## src/rtl/sat_pkg.sv

```systemverilog
package sat_pkg;
   typedef enum logic [3:0] {
      OP_SADD   = 4'd0,
      OP_SSUB   = 4'd1,
      OP_UADD   = 4'd2,
      OP_USUB   = 4'd3,
      OP_WADD   = 4'd4,
      OP_SCLAMP = 4'd5,
      OP_UCLAMP = 4'd6,
      OP_SDUAL  = 4'd7,
      OP_UDUAL  = 4'd8
   } sat_op_e;
   localparam int unsigned OP_W = 4;
endpackage

```

## src/rtl/sat_addsub.sv

```systemverilog
module sat_addsub #(
   parameter int unsigned W   = 32,
   parameter bit          SUB = 1'b0
) (
   input  logic [W-1:0] a,
   input  logic [W-1:0] b,
   output logic [W-1:0] raw,
   output logic [W-1:0] s_rail,
   output logic         s_ovf,
   output logic         u_ovf
);
   logic [W:0] ext;

   generate
      if (SUB) begin : g_sub
         assign ext   = {1'b0, a} - {1'b0, b};
         assign s_ovf = (a[W-1] != b[W-1]) && (ext[W-1] != a[W-1]);
      end else begin : g_add
         assign ext   = {1'b0, a} + {1'b0, b};
         assign s_ovf = (a[W-1] == b[W-1]) && (ext[W-1] != a[W-1]);
      end
   endgenerate

   assign raw    = ext[W-1:0];
   assign u_ovf  = ext[W];
   assign s_rail = a[W-1] ? {1'b1, {(W-1){1'b0}}} : {1'b0, {(W-1){1'b1}}};
endmodule

```

## src/rtl/sat_clamp.sv

```systemverilog
module sat_clamp #(
   parameter int unsigned W      = 32,
   parameter bit          SIGNED = 1'b1,
   localparam int unsigned NW    = $clog2(W)
) (
   input  logic [W-1:0]  val,
   input  logic [NW-1:0] n,
   output logic [W-1:0]  res,
   output logic          sat
);
   logic [W-1:0] mask;
   assign mask = ({{(W-1){1'b0}}, 1'b1} << n) - {{(W-1){1'b0}}, 1'b1};

   generate
      if (SIGNED) begin : g_signed
         logic signed [W-1:0] top;
         logic                above, below;
         assign top   = $signed(val) >>> n;
         assign above = (top > 0);
         assign below = (top < -1);
         assign sat   = above | below;
         assign res   = above ? mask : (below ? ~mask : val);
      end else begin : g_unsigned
         logic neg, big;
         assign neg = val[W-1];
         assign big = !neg && (val > mask);
         assign sat = neg | big;
         assign res = neg ? '0 : (big ? mask : val);
      end
   endgenerate
endmodule

```

## src/rtl/sat_unit.sv

```systemverilog
module sat_unit
   import sat_pkg::*;
#(
   parameter int unsigned DATA_W = 32,
   localparam int unsigned HALF_W = DATA_W / 2,
   localparam int unsigned N_W    = $clog2(DATA_W)
) (
   input  logic              clk,
   input  logic              rst_n,
   input  logic              op_valid,
   input  logic [OP_W-1:0]   op,
   input  logic [DATA_W-1:0] a,
   input  logic [DATA_W-1:0] b,
   input  logic [N_W-1:0]    sat_n,
   input  logic              flag_clr,
   output logic [DATA_W-1:0] result,
   output logic              sat_flag
);
   generate
      if (DATA_W % 2 != 0 || DATA_W < 8) begin : g_bad_width
         $error("sat_unit: DATA_W must be even and at least 8");
      end
      if ((1 << N_W) != DATA_W) begin : g_bad_pow2
         $error("sat_unit: DATA_W must be a power of two");
      end
   endgenerate

   // Add (index 0) and subtract (index 1) lanes
   logic [DATA_W-1:0] as_raw  [2];
   logic [DATA_W-1:0] as_rail [2];
   logic              as_sov  [2];
   logic              as_uov  [2];

   generate
      for (genvar k = 0; k < 2; k++) begin : g_as
         sat_addsub #(.W(DATA_W), .SUB(k == 1)) u_as (
            .a(a), .b(b), .raw(as_raw[k]), .s_rail(as_rail[k]),
            .s_ovf(as_sov[k]), .u_ovf(as_uov[k])
         );
      end
   endgenerate

   // Word clamps (index 0 signed, 1 unsigned) and half clamps [kind][half]
   logic [DATA_W-1:0] w_res [2];
   logic              w_sat [2];
   logic [DATA_W-1:0] h_res [2][2];
   logic              h_sat [2][2];

   generate
      for (genvar s = 0; s < 2; s++) begin : g_kind
         sat_clamp #(.W(DATA_W), .SIGNED(s == 0)) u_word (
            .val(a), .n(sat_n), .res(w_res[s]), .sat(w_sat[s])
         );
         for (genvar h = 0; h < 2; h++) begin : g_half
            logic [HALF_W-1:0] part;
            assign part = a[h*HALF_W +: HALF_W];
            sat_clamp #(.W(DATA_W), .SIGNED(s == 0)) u_half (
               .val({{HALF_W{part[HALF_W-1]}}, part}), .n(sat_n),
               .res(h_res[s][h]), .sat(h_sat[s][h])
            );
         end
      end
   endgenerate

   logic event_hit;

   always_comb begin
      result    = '0;
      event_hit = 1'b0;
      case (sat_op_e'(op))
         OP_SADD: begin
            result    = as_sov[0] ? as_rail[0] : as_raw[0];
            event_hit = as_sov[0];
         end
         OP_SSUB: begin
            result    = as_sov[1] ? as_rail[1] : as_raw[1];
            event_hit = as_sov[1];
         end
         OP_UADD: begin
            result    = as_uov[0] ? '1 : as_raw[0];
            event_hit = as_uov[0];
         end
         OP_USUB: begin
            result    = as_uov[1] ? '0 : as_raw[1];
            event_hit = as_uov[1];
         end
         OP_WADD: begin
            result    = as_raw[0];
            event_hit = as_sov[0];
         end
         OP_SCLAMP: begin
            result    = w_res[0];
            event_hit = w_sat[0];
         end
         OP_UCLAMP: begin
            result    = w_res[1];
            event_hit = w_sat[1];
         end
         OP_SDUAL: begin
            result    = {h_res[0][1][HALF_W-1:0], h_res[0][0][HALF_W-1:0]};
            event_hit = h_sat[0][0] | h_sat[0][1];
         end
         OP_UDUAL: begin
            result    = {h_res[1][1][HALF_W-1:0], h_res[1][0][HALF_W-1:0]};
            event_hit = h_sat[1][0] | h_sat[1][1];
         end
         default: begin
            result    = '0;
            event_hit = 1'b0;
         end
      endcase
   end

   always_ff @(posedge clk or negedge rst_n) begin
      if (!rst_n)                     sat_flag <= 1'b0;
      else if (flag_clr)              sat_flag <= 1'b0;
      else if (op_valid && event_hit) sat_flag <= 1'b1;
   end

   p_clr_wins_r11: assert property (@(posedge clk) disable iff (!rst_n)
      flag_clr |=> !sat_flag);
   p_sticky_r10: assert property (@(posedge clk) disable iff (!rst_n)
      (sat_flag && !flag_clr) |=> sat_flag);
   p_idle_no_set_r10: assert property (@(posedge clk) disable iff (!rst_n)
      (!sat_flag && !op_valid) |=> !sat_flag);
   p_usub_floor_r4: assert property (@(posedge clk) disable iff (!rst_n)
      (op == OP_USUB && a < b) |-> result == '0);
   p_uadd_ceiling_r3: assert property (@(posedge clk) disable iff (!rst_n)
      (op == OP_UADD && ({1'b0, a} + {1'b0, b}) > {1'b0, {DATA_W{1'b1}}}) |-> result == '1);
   p_sadd_rail_sign_r1: assert property (@(posedge clk) disable iff (!rst_n)
      (op == OP_SADD && a[DATA_W-1] == b[DATA_W-1]) |-> result[DATA_W-1] == a[DATA_W-1]);
   p_unused_zero_r12: assert property (@(posedge clk) disable iff (!rst_n)
      (op > OP_UDUAL) |-> result == '0);
endmodule

```

## config.mk

```make
export PLATFORM = sky130hd
export DESIGN_NAME = sat_unit
export DESIGN_NICKNAME = d
export VERILOG_FILES = /design/src/rtl/sat_pkg.sv /design/src/rtl/sat_addsub.sv /design/src/rtl/sat_clamp.sv /design/src/rtl/sat_unit.sv
export SDC_FILE = /design/constraint.sdc
export NUM_CORES = 1
export LEC_CHECK = 0
export ABC_AREA = 1
export BUFFER_PORTS_ARGS = -buffer_cell sky130_fd_sc_hd__clkbuf_2
export CELL_PAD_IN_SITES_DETAIL_PLACEMENT = 1
export CELL_PAD_IN_SITES_GLOBAL_PLACEMENT = 1
export CORE_ASPECT_RATIO = 1.4
export CORE_UTILIZATION = 46
export CTS_CLUSTER_DIAMETER = 30
export DETAILED_ROUTE_END_ITERATION = 7
export HOLD_SLACK_MARGIN = 0.08
export PLACE_DENSITY = 0.95
export SYNTH_ARGS = -nofsm -noshare
export SYNTH_HDL_FRONTEND = slang
export SYNTH_SLANG_ARGS = --single-unit
```

## constraint.sdc

```tcl
create_clock -name clk -period 7.34 [get_ports clk]
set_input_delay 0 -clock clk [delete_from_list [all_inputs] [get_ports clk]]
set_output_delay 0 -clock clk [all_outputs]
set_load 0.01 [all_outputs]
```

; ---- Word level (Yosys, flattened, before mapping)
; Cells that the tools add are included.
[totals]
output_inout_bits = 33
register_bits = 1
input_bits = 77
elab_cells = 70
[classes]
n_reduce_logical = 11
n_lt_le_gt_ge = 9
shifts = 4
n_bitwise = 9
eq_ne = 12
add_sub_neg = 3
mux = 21
[op_table]
columns = op, count
row1 = $mux 32, 9
row2 = $pmux 32 s9, 1
row3 = $mux 16, 8
row4 = $gt 32x1->1 const B, 3
row5 = $gt 32x32->1, 3
row6 = $lt 32x1->1 const B, 3
row7 = $sshr 16x5->32, 2
row8 = $add 32x32->33, 1
row9 = $sub 32x32->33, 1
row10 = $not 32->32, 1
row11 = $shl 1x5->32 const A, 1
row12 = $sshr 32x5->32, 1
row13 = $sub 32x1->32 const B, 1
row14 = $eq 4x3->1 const B, 4
row15 = $eq 4x2->1 const B, 2
row16 = $or 1x1->1, 8
row17 = $pmux 1 s8, 1
row18 = $logic_and 1x1->1, 6
row19 = $eq 4x1->1 const B, 1
row20 = $eq 4x4->1 const B, 1
row21 = $logic_not 4->1, 1
row22 = $ne 1x1->1, 3
row23 = $logic_not 1->1, 2
row24 = $mux 1, 2
row25 = other kinds (3), 3

; ---- Logic depth before layout (Yosys ltp)
; Gate-level depths: netlist of the first run.
[depth]
depth_word = 10
ltp_mapped = 34
mapped_depth_nobuf = 33

; ---- Cells and area by module
; Synthesis of the first run repeated with hierarchy kept, for this count alone.
[hier_totals]
hier_cells = 5262
area_unflattened_um2 = 26017.5
[modules_own_cells]
columns = mod, cells_per_inst, instances, seq_area_each_um2, area_each_um2
row1 = sat_clamp (g_kind[0].g_half[0].u_half ...), 806, 3, 0.0, 3739.8
row2 = sat_clamp (g_kind[1].g_half[0].u_half ...), 403, 2, 0.0, 2177.1
row3 = sat_unit, 679, 1, 25.0, 3251.9
row4 = sat_addsub (g_as[1].u_as), 495, 1, 0.0, 2612.5
row5 = sat_addsub (g_as[0].u_as), 455, 1, 0.0, 2441.1
row6 = sat_clamp (g_kind[1].u_word), 409, 1, 0.0, 2138.3

; ---- Worst setup path before layout of the first run
; No wires, ideal clock.
[synth_timing]
path_type = input to output
from = in sat_n[3]
to = out result[6]
arrival_time_ns = 4.039
required_time_ns = 7.340
path_stages = 32
path_buffers = 2
setup_slack_ns = 3.301
path_cell_list = buf_4 > nor2_4 > inv_1 > nor2_2 > inv_1 > nor2_1 > inv_1 > ha_1 > nand4_2 > inv_1 > nand2_1 > nor3_2 > nand4_1 > xnor2_1 > inv_1 > ha_1 > nand2_1 > nor2_1 > nand4_1 > nor2_1 > nand2_1 > nor3_1 > nand4_1 > nor2_1 > nor2_1 > nand2_2 > nand2_1 > nand2_2 > buf_2 > o22ai_1 > nand2_1 > nand4_1
[synth_between]
elab_chain_len = 7
elab_cells_between_ends = 22
classes_between = add/sub (1) / order compare (6) / shift (3) / mux (9) / bitwise (1) / reduce/logical (2)
[synth_rtl]
columns = element, line_no
row1 = "start, declared", sat_unit.sv:14  ; input logic [N_W-1:0] sat_n,
row2 = $shl 1x5->32, sat_clamp.sv:12  ; assign mask = ({{(W-1){1'b0}}, 1'b1} << n) - {{(W-1){1'b0}}, 1'b1};
row3 = $sub 32x1->32, sat_clamp.sv:12
row4 = $gt 32x32->1, sat_clamp.sv:26  ; assign big = !neg && (val > mask);
row5 = $logic_and 1x1->1, sat_clamp.sv:26
row6 = $mux 16 / $mux 32 (equally long branches) (2 in a row), sat_clamp.sv:28  ; assign res = neg ? '0 : (big ? mask : val);
row7 = $pmux 32 s9 *, sat_unit.sv:70  ; case (sat_op_e'(op))
row8 = "end, declared", sat_unit.sv:16  ; output logic [DATA_W-1:0] result,
; Mark *: on every way between the ends. The rest lies on a longest branch, timed or not.

; ---- Worst setup path after layout of the first run
[layout_timing]
from = in sat_n[4]
to = out result[18]
; The elaborated chain is that of the path after synthesis.

==> insert_results.sql, run 1 <==
INSERT INTO impl_metrics (metric_group, metric, value, unit) VALUES
('status', 'outcome', 'completed', ''),
('clock_network', 'worst_setup_hold_path_clk_slew', '0', 'ps'),
('sta', 'finalSetupViolCount', '0', ''),
('cells_and_area', 'final_layout_size_suffix_gt1_frac', '0.0922', ''),
('detailed_routing', 'wl_per_cell', '23.4', 'um'),
('sta', 'worst_pin_slew', '1090', 'ps'),
('clock_network', 'post_cts.resized_instances', '0', ''),
('sta', 'final_report_hold_violation_count', '0', ''),
('detailed_routing', 'detail_route.first_pass.iterations', '7', ''),
('logic_synthesis', 'post_synth_inst_count', '2419', ''),
('detailed_routing', 'vias_per_cell', '6.35', ''),
('logic_synthesis', 'synth_xor_xnor_area_share', '0.0453', ''),
('logic_synthesis', 'netlist.top_cell.by_area', 'sky130_fd_sc_hd__nand2_1', ''),
('cells_and_area', 'reg.largest.list', 'sat_flag: 1 flops', ''),
('setup_path', 'critical_path_peak_fanout', '26', ''),
('global_routing', 'grt.total_usage', '0.468', ''),
('logic_synthesis', 'share_of_synthesized_cell_area_in_full_adder_half_adder_and_majority_cells', '0.140', ''),
('logic_synthesis', 'postSynth.asyncResetShare', '1.00', ''),
('setup_path', 'crit_path_end_kind', 'output pin', ''),
('min_path', 'worst_hold_path_type', 'in -> reg', ''),
('logic_synthesis', 'yosys.area.top_type_share', '0.205', ''),
('logic_synthesis', 'ffs_latches_synth', '1', ''),
('placement', 'routabilityCongestion', '1.03', ''),
('setup_path', 'start_kind', 'primary input', ''),
('global_routing', 'overflow', '0', ''),
('logic_synthesis', 'post_synthesis_share_of_cell_area_spent_on_and_or_nand_and_nor_gates', '0.458', ''),
('global_routing', 'grt_first_pass_wirelength', '101000', 'um'),
('detailed_routing', 'drt-initial-drc-count', '1203', ''),
('cells_and_area', 'registers.top_by_ff_count', 'sat_flag', ''),
('clock_network', 'postCtsSetupRepairBufs', '0', ''),
('global_routing', 'antenna_violations_before_repair', '2', ''),
('placement', 'dpl.hpwl', '52900', 'um'),
('die', 'core-area', '27000', 'sq um'),
('die', 'fp-row-count', '71', ''),
('sta', 'slew_hr', '0.271', ''),
('logic_synthesis', 'number_of_synthesized_flops_with_an_enable_pin', '0', ''),
('die', 'floorplan.initialDensity', '0.471', ''),
('cells_and_area', 'final_net_count', '2671', ''),
('logic_synthesis', 'compound_cell_area_share_of_the_yosys_netlist', '0.226', ''),
('die', 'fp.dieH', '199', 'um'),
('logic_synthesis', 'yosysUniqueCellTypes', '62', ''),
('setup_path', 'arrival', '6160', 'ps'),
('setup_path', 'required_time_at_the_endpoint_of_the_critical_path', '7340', 'ps'),
('flow_run', 'maxCapViolCount', '0', ''),
('detailed_routing', 'drt.antenna.violating_nets', '0', ''),
('sta', 'unrepaired_setup_endpoints_after_global_routing', 'false', ''),
('logic_synthesis', 'synth_sequential_area_ratio', '0.00197', ''),
('placement', 'placement.io_buffers', '109', ''),
('cells_and_area', 'largest_reg_flops', '1', ''),
('logic_synthesis', 'synth_area_leaders', 'sky130_fd_sc_hd__nand2_1 (21%), sky130_fd_sc_hd__ha_1 (14%), sky130_fd_sc_hd__nand3_1 (9.7%)', ''),
('setup_path', 'worst_r2r_path_depth', '2', ''),
('sta', 'finalCriticalPeriod', '6160', 'ps'),
('global_routing', 'grt_pass1_vias', '18718', ''),
('sta', 'min_period_over_period', '0.839', ''),
('sta', 'fin_tns_setup', '0', 'ps'),
('sta', 'report.final.slew_viol_count', '0', ''),
('detailed_routing', 'num_vias', '17902', ''),
('die', 'floorplan.die_area', '28400', 'sq um'),
('min_path', 'worstHoldPathCells', '2', ''),
('logic_synthesis', 'synth_flop_cell', 'sky130_fd_sc_hd__dfrtp_1', ''),
('die', 'die_width', '143', 'um'),
('logic_synthesis', 'post_synth_instance_area', '12700', 'sq um'),
('clock_network', 'clock_latency', '0', 'ps'),
('global_routing', 'grt_max_degree', '40', ''),
('logic_synthesis', 'synthesis.yosys.warnings', '0', ''),
('logic_synthesis', 'muxShareOfSynthArea', '0', ''),
('die', 'boundaryPins', '110', ''),
('detailed_routing', 'drc', '0', ''),
('logic_synthesis', 'post_synth.cell_area_avg', '5.26', 'sq um'),
('setup_path', 'ws_path_type', 'in -> out', ''),
('detailed_routing', 'routed_wirelength', '66000', 'um'),
('sta', 'finalClockSkew', '0', 'ps'),
('logic_synthesis', 'dominant_combinational_cell_family_by_area_after_synthesis', 'simple AND/OR/NAND/NOR gates', ''),
('sta', 'fmax', '162', 'MHz'),
('cells_and_area', 'area_growth', '5.07', '%');
-- cell families (layout without fill, tap and decap cells) --
kind of cell | count (synthesis) | in the layout
simple gates | 1329 | 1329
compound gates | 504 | 504
buf+inv | 378 | 409
fa+ha+maj | 141 | 141
xor+xnor | 65 | 65
other cells | 1 | 4
flops | 1 | 1
-- cells in the mapped netlist, drive strengths merged, types with 4 or more instances --
cell type / number
o211ai: 24
nand2: 718
a21boi: 4
a211oi: 6
a21oi: 180
clkbuf: 37
nor2: 241
o2111ai: 8
ha: 138
nand4: 52
xor2: 55
buf: 70
o21a: 15
clkinv: 4
inv: 267
xnor2: 10
o21ai: 171
nor3: 30
a31oi: 6
nor4: 11
o22ai: 49
o221ai: 5
a21o: 9
nand3b: 6
or2: 6
nand3: 260
o21bai: 14
-- metal layers --
metal / track usage / up-vias / share of wire
li1: - / 8169 / -
met1: 0.486 / 8389 / 0.35
met2: 0.798 / 905 / 0.46
met3: 0.0961 / 439 / 0.085
met4: 0.411 / 0 / 0.10
met5: 0 / - / 0
-- cells in the final DEF, fill, tap and decap left out, types with 4 or more instances in the layout --
| master | count |
|---|---|
| sky130_fd_sc_hd__o21ai_0 | 158 |
| sky130_fd_sc_hd__nand3b_1 | 6 |
| sky130_fd_sc_hd__nor3_2 | 4 |
| sky130_fd_sc_hd__xor2_1 | 54 |
| sky130_fd_sc_hd__nor3_1 | 26 |
| sky130_fd_sc_hd__inv_1 | 245 |
| sky130_fd_sc_hd__nand2_2 | 15 |
| sky130_fd_sc_hd__o21ai_1 | 12 |
| sky130_fd_sc_hd__o22ai_1 | 49 |
| sky130_fd_sc_hd__a21o_1 | 9 |
| sky130_fd_sc_hd__o2111ai_1 | 8 |
| sky130_fd_sc_hd__a211oi_1 | 6 |
| sky130_fd_sc_hd__ha_1 | 138 |
| sky130_fd_sc_hd__a31oi_1 | 6 |
| sky130_fd_sc_hd__inv_2 | 20 |
| sky130_fd_sc_hd__nor4_1 | 7 |
| sky130_fd_sc_hd__o21bai_1 | 14 |
| sky130_fd_sc_hd__nand3_2 | 12 |
| sky130_fd_sc_hd__xnor2_1 | 10 |
| sky130_fd_sc_hd__nand2_4 | 5 |
| sky130_fd_sc_hd__a21oi_1 | 180 |
| sky130_fd_sc_hd__or2_2 | 6 |
| sky130_fd_sc_hd__nor2_4 | 5 |
| sky130_fd_sc_hd__clkbuf_2 | 109 |
| sky130_fd_sc_hd__nand4_1 | 51 |
| sky130_fd_sc_hd__o221ai_1 | 5 |
| sky130_fd_sc_hd__clkinv_1 | 4 |
| sky130_fd_sc_hd__nand3_1 | 247 |
| sky130_fd_sc_hd__nor2_1 | 226 |
| sky130_fd_sc_hd__o211ai_1 | 24 |
| sky130_fd_sc_hd__nor2_2 | 10 |
| sky130_fd_sc_hd__buf_4 | 28 |
| sky130_fd_sc_hd__o21a_1 | 15 |
| sky130_fd_sc_hd__nand2_1 | 697 |
-- worst max-delay path, cell delays in order --
cell	delay [ps]
sky130_fd_sc_hd__clkbuf_2	400
sky130_fd_sc_hd__nor2_4	210
sky130_fd_sc_hd__inv_1	160
sky130_fd_sc_hd__nor2_2	450
sky130_fd_sc_hd__inv_1	170
sky130_fd_sc_hd__nor2_1	370
sky130_fd_sc_hd__inv_1	190
sky130_fd_sc_hd__ha_1	270
sky130_fd_sc_hd__nand4_2	180
sky130_fd_sc_hd__xor2_1	170
sky130_fd_sc_hd__buf_4	260
sky130_fd_sc_hd__ha_1	290
sky130_fd_sc_hd__nand2_1	70
sky130_fd_sc_hd__nor2_1	40
sky130_fd_sc_hd__a211oi_1	220
sky130_fd_sc_hd__o21ai_0	130
sky130_fd_sc_hd__a21oi_1	850
sky130_fd_sc_hd__nor2_1	120
sky130_fd_sc_hd__nor2_1	160
sky130_fd_sc_hd__nand2_2	80
sky130_fd_sc_hd__nand3_2	450
sky130_fd_sc_hd__inv_2	180
sky130_fd_sc_hd__o21ai_0	330
sky130_fd_sc_hd__nand3_1	200
sky130_fd_sc_hd__clkbuf_2	170
-- final cells by class --
class / count / area, sq um
well taps: 365 / 457
diodes: 2 / 5.00
flip-flops and latches: 1 / 25.0
repair buffers: 138 / 766
inverters: 271 / 1030
multi-input cells: 2041 / 11100
fillers: 4225 / 13600
-- final timing paths --
kind,start,end,slack [ps]
worst min register to register,sat_flag,sat_flag,520
worst min-delay path,flag_clr,sat_flag,160
max in group asynchronous,rst_n,sat_flag,6930
min in group asynchronous,rst_n,sat_flag,320
worst max-delay path,sat_n[4],result[18],1180
worst max register to register,sat_flag,sat_flag,6750
-- what timing repair did --
action / in CTS / in global routing
endpoints found under the setup margin: 0 / 0
hold buffers: 1 / 0
endpoints found under the hold margin: 1 / 0
-- through the flow --
step	setup WS, ps	area (sq um)	instances	hold slack (ps)	util
3_5_place_dp	1540	13400	2815	-223	0.495
3_3_place_gp	1850	13400	2815	-226	0.495
4_1_cts	1520	13400	2816	155	0.495
5_1_grt	607	13400	2816	173	0.495
6_report	1180	13400	2818	157	0.495
2_1_floorplan	3300	12700	2420	-296	-
==> inputs of run 2 (changes only) <==
--- a/config.mk
+++ b/config.mk
@@ -5,16 +5,16 @@
 export SDC_FILE = /design/constraint.sdc
 export NUM_CORES = 1
 export LEC_CHECK = 0
-export ABC_AREA = 1
+export ABC_AREA = 0
 export BUFFER_PORTS_ARGS = -buffer_cell sky130_fd_sc_hd__clkbuf_2
 export CELL_PAD_IN_SITES_DETAIL_PLACEMENT = 1
 export CELL_PAD_IN_SITES_GLOBAL_PLACEMENT = 1
 export CORE_ASPECT_RATIO = 1.4
-export CORE_UTILIZATION = 46
+export CORE_UTILIZATION = 42
 export CTS_CLUSTER_DIAMETER = 30
 export DETAILED_ROUTE_END_ITERATION = 7
 export HOLD_SLACK_MARGIN = 0.08
-export PLACE_DENSITY = 0.95
+export PLACE_DENSITY = 0.92
 export SYNTH_ARGS = -nofsm -noshare
 export SYNTH_HDL_FRONTEND = slang
 export SYNTH_SLANG_ARGS = --single-unit
==> constraint.sdc (replaced) <==
create_clock -name clk -period 5.4 [get_ports clk]
set_input_delay 0 -clock clk [delete_from_list [all_inputs] [get_ports clk]]
set_output_delay 0 -clock clk [all_outputs]
set_load 0.01 [all_outputs]
==> insert_results.sql, run 2 <==
INSERT INTO impl_metrics (metric_group, metric, value, unit) VALUES
('status', 'outcome', 'completed', ''),
('die', 'die_width', '151', 'um'),
('logic_synthesis', 'post_synth_instance_area', '13100', 'sq um'),
('detailed_routing', 'routed_wirelength', '70700', 'um'),
('setup_path', 'crit_path_end_kind', 'output pin', ''),
('die', 'fp.dieH', '211', 'um'),
('cells_and_area', 'final_net_count', '2231', ''),
('logic_synthesis', 'synth_sequential_area_ratio', '0.00191', ''),
('die', 'floorplan.die_area', '31900', 'sq um'),
('logic_synthesis', 'synth_area_leaders', 'sky130_fd_sc_hd__ha_1 (13%), sky130_fd_sc_hd__a21oi_1 (5.7%), sky130_fd_sc_hd__mux4_2 (5.5%)', ''),
('logic_synthesis', 'yosysUniqueCellTypes', '96', ''),
('sta', 'worst_pin_slew', '1220', 'ps'),
('power_and_ir_drop', 'vdd_ir_drop_max', '0.0000639', 'V'),
('cells_and_area', 'finalNonFillerCells', '2402', ''),
('setup_path', 'ws_path_type', 'in -> out', ''),
('placement', 'placement.io_buffers', '109', ''),
('logic_synthesis', 'post_synth_inst_count', '1924', ''),
('cells_and_area', 'stdcell_area', '14600', 'sq um'),
('placement', 'dp.cells', '2400', ''),
('detailed_routing', 'wl_per_cell', '29.4', 'um'),
('sta', 'slew_hr', '0.178', ''),
('sta', 'fin_ws', '132', 'ps'),
('cells_and_area', 'registers.top_by_ff_count', 'sat_flag', ''),
('die', 'floorplan.initialDensity', '0.427', ''),
('logic_synthesis', 'synthesis.yosys.warnings', '0', ''),
('power_and_ir_drop', 'power.static_leakage', '0.00618', 'uW'),
('logic_synthesis', 'yosys.area.top_type_share', '0.132', ''),
('placement', 'postPlaceCellArea', '14500', 'sq um'),
('detailed_routing', 'num_vias', '17281', ''),
('die', 'boundaryPins', '110', ''),
('cells_and_area', 'final_layout_size_suffix_gt1_frac', '0.196', ''),
('logic_synthesis', 'postSynth.asyncResetShare', '1.00', ''),
('global_routing', 'antenna_violations_before_repair', '5', ''),
('sta', 'unrepaired_setup_endpoints_after_global_routing', 'true', ''),
('sta', 'fmax', '190', 'MHz'),
('placement', 'pre_cts_ws', '221', 'ps'),
('cells_and_area', 'area_growth', '11.5', '%'),
('global_routing', 'grt_first_pass_wirelength', '107000', 'um'),
('setup_path', 'critical_path_peak_fanout', '7', ''),
('power_and_ir_drop', 'final_total_power', '1730', 'uW'),
('detailed_routing', 'drt.antenna.violating_nets', '0', ''),
('setup_path', 'start_kind', 'primary input', ''),
('cells_and_area', 'largest_reg_flops', '1', ''),
('sta', 'final_report_hold_violation_count', '0', ''),
('cells_and_area', 'nFillCells', '4083', ''),
('cells_and_area', 'sequential_cell_area', '25.0', 'sq um'),
('detailed_routing', 'detail_route.first_pass.iterations', '6', ''),
('power_and_ir_drop', 'cellPowerDensity', '118', 'nW/um^2'),
('placement', 'dpl.hpwl', '54800', 'um'),
('flow_run', 'maxCapViolCount', '0', ''),
('logic_synthesis', 'number_of_synthesized_flops_with_an_enable_pin', '0', ''),
('global_routing', 'grt_max_degree', '89', ''),
('logic_synthesis', 'ffs_latches_synth', '1', ''),
('detailed_routing', 'vias_per_cell', '7.19', ''),
('global_routing', 'grt.total_usage', '0.445', ''),
('setup_path', 'arrival', '5270', 'ps'),
('die', 'core-area', '30700', 'sq um'),
('cells_and_area', 'commonest_non_fill_non_tap_cell_in_the_layout', 'sky130_fd_sc_hd__nand2_1', ''),
('sta', 'report.final.slew_viol_count', '0', ''),
('die', 'fp-row-count', '76', ''),
('logic_synthesis', 'yosys.cell_count.top_type', 'sky130_fd_sc_hd__nand2_1', ''),
('global_routing', 'grt_pass1_vias', '17590', ''),
('sta', 'finalCriticalPeriod', '5270', 'ps'),
('detailed_routing', 'drt-initial-drc-count', '1447', ''),
('sta', 'min_period_over_period', '0.976', ''),
('clock_network', 'clock_latency', '0', 'ps'),
('cells_and_area', 'reg.largest.list', 'sat_flag: 1 flops', ''),
('clock_network', 'worst_setup_hold_path_clk_slew', '0', 'ps'),
('placement', 'routabilityCongestion', '1.03', ''),
('logic_synthesis', 'yosys-top-cells-count', 'sky130_fd_sc_hd__nand2_1 (175), sky130_fd_sc_hd__nor2_1 (159), sky130_fd_sc_hd__a21oi_1 (150)', ''),
('global_routing', 'overflow', '0', ''),
('logic_synthesis', 'post_synth.cell_area_avg', '6.81', 'sq um'),
('logic_synthesis', 'netlist.top_cell.by_area', 'sky130_fd_sc_hd__ha_1', ''),
('detailed_routing', 'drc', '0', ''),
('sta', 'finalSetupViolCount', '0', ''),
('cells_and_area', 'multiInputGateArea', '12100', 'sq um'),
('cells_and_area', 'most-common-layout-cells', 'sky130_fd_sc_hd__nand2_1 (174), sky130_fd_sc_hd__nor2_1 (158), sky130_fd_sc_hd__a21oi_1 (146), sky130_fd_sc_hd__ha_1 (136), sky130_fd_sc_hd__buf_4 (134)', ''),
('sta', 'finalClockSkew', '0', 'ps'),
('setup_path', 'required_time_at_the_endpoint_of_the_critical_path', '5400', 'ps'),
('min_path', 'worst_hold_path_type', 'in -> reg', ''),
('logic_synthesis', 'synth_flop_cell', 'sky130_fd_sc_hd__dfrtp_1', '');
run 2: cell types whose count changed in the layout (fill, tap and decap cells not counted), moves of 38 or more:
cell and delta:
sky130_fd_sc_hd__nand2_1 -523, sky130_fd_sc_hd__buf_4 +106, sky130_fd_sc_hd__mux2_2 +55, sky130_fd_sc_hd__a211oi_1 +38, sky130_fd_sc_hd__nand3_1 -195, sky130_fd_sc_hd__nor2_1 -68, sky130_fd_sc_hd__xor2_1 -43, sky130_fd_sc_hd__inv_1 -142
sky130_fd_sc_hd__o21ai_0 -54, sky130_fd_sc_hd__mux2i_1 +61
run 2: through the flow:
stage	TNS, ps	hold slack [ps]	util
detailed placement	0	-224	0.473
finish	0	231	0.476
global route	-335	225	0.476
global placement	0	-223	0.473
CTS	0	213	0.474
floorplan	0	-296	-
run 2: cell families after synthesis:
family	Yosys count	share of synthesized area
AO/OA/AOI/OAI	639	0.332
XOR/XNOR	53	0.0354
flip-flops	1	0.00191
buffers and inverters	272	0.0877
adder cells (fa/ha/maj)	143	0.138
multiplexers	150	0.151
AND/OR/NAND/NOR	665	0.254
other	1	0.000286
run 2: repair_timing:
item	4_1_cts	5_1_grt
gates resized for setup	0	15
hold buffers	1	0
setup buffers	0	0
hold endpoints to repair	1	0
endpoints found under the setup margin	0	24
run 2: path summary, 6_finish.rpt:
path	from	endpoint	slack (ps)	cells past startpoint
min	flag_clr	sat_flag	230	2
max in group asynchronous	rst_n	sat_flag	5000	2
max reg2reg	sat_flag	sat_flag	4200	4
min reg2reg	sat_flag	sat_flag	670	2
min in group asynchronous	rst_n	sat_flag	310	2
max	a[0]	result[20]	130	17
run 2: cell type report:
type                    count  area share
inverters                 112      0.0290
flip-flops and latches      1     0.00171
repair buffers            246       0.110
diodes                      1    0.000171
multi-input cells        1652       0.826
well taps                 390      0.0334
run 2: worst max-delay path: stages:
cell and delay [ps]:
sky130_fd_sc_hd__clkbuf_2 90, sky130_fd_sc_hd__buf_4 160, sky130_fd_sc_hd__ha_1 240, sky130_fd_sc_hd__fa_1 430, sky130_fd_sc_hd__nor2b_1 170, sky130_fd_sc_hd__o311ai_0 600
sky130_fd_sc_hd__a2111oi_0 370, sky130_fd_sc_hd__buf_4 240, sky130_fd_sc_hd__o31ai_1 600, sky130_fd_sc_hd__a311oi_1 260, sky130_fd_sc_hd__o32ai_1 430, sky130_fd_sc_hd__buf_4 270
sky130_fd_sc_hd__o21ai_0 120, sky130_fd_sc_hd__a21oi_1 530, sky130_fd_sc_hd__nand2_1 110, sky130_fd_sc_hd__or4_1 480, sky130_fd_sc_hd__clkbuf_2 160
run 2: routing by layer:
metal | part of all wire | vias to the layer above | GRT usage
met4 | 0.094 | 4 | 0.350
met2 | 0.46 | 1075 | 0.718
li1 | - | 7463 | -
met5 | 0.00035 | - | 0
met3 | 0.094 | 413 | 0.106
met1 | 0.35 | 8326 | 0.496
run 2: where the power goes:
part	internal, uW	switching [uW]	leakage (uW)
clock	0.0000248	0	0.00000000634
sequential	7.99	0.399	0.0000138
combinational	630	1090	0.00616
No activity file was read; power rests on OpenSTA's default activity.
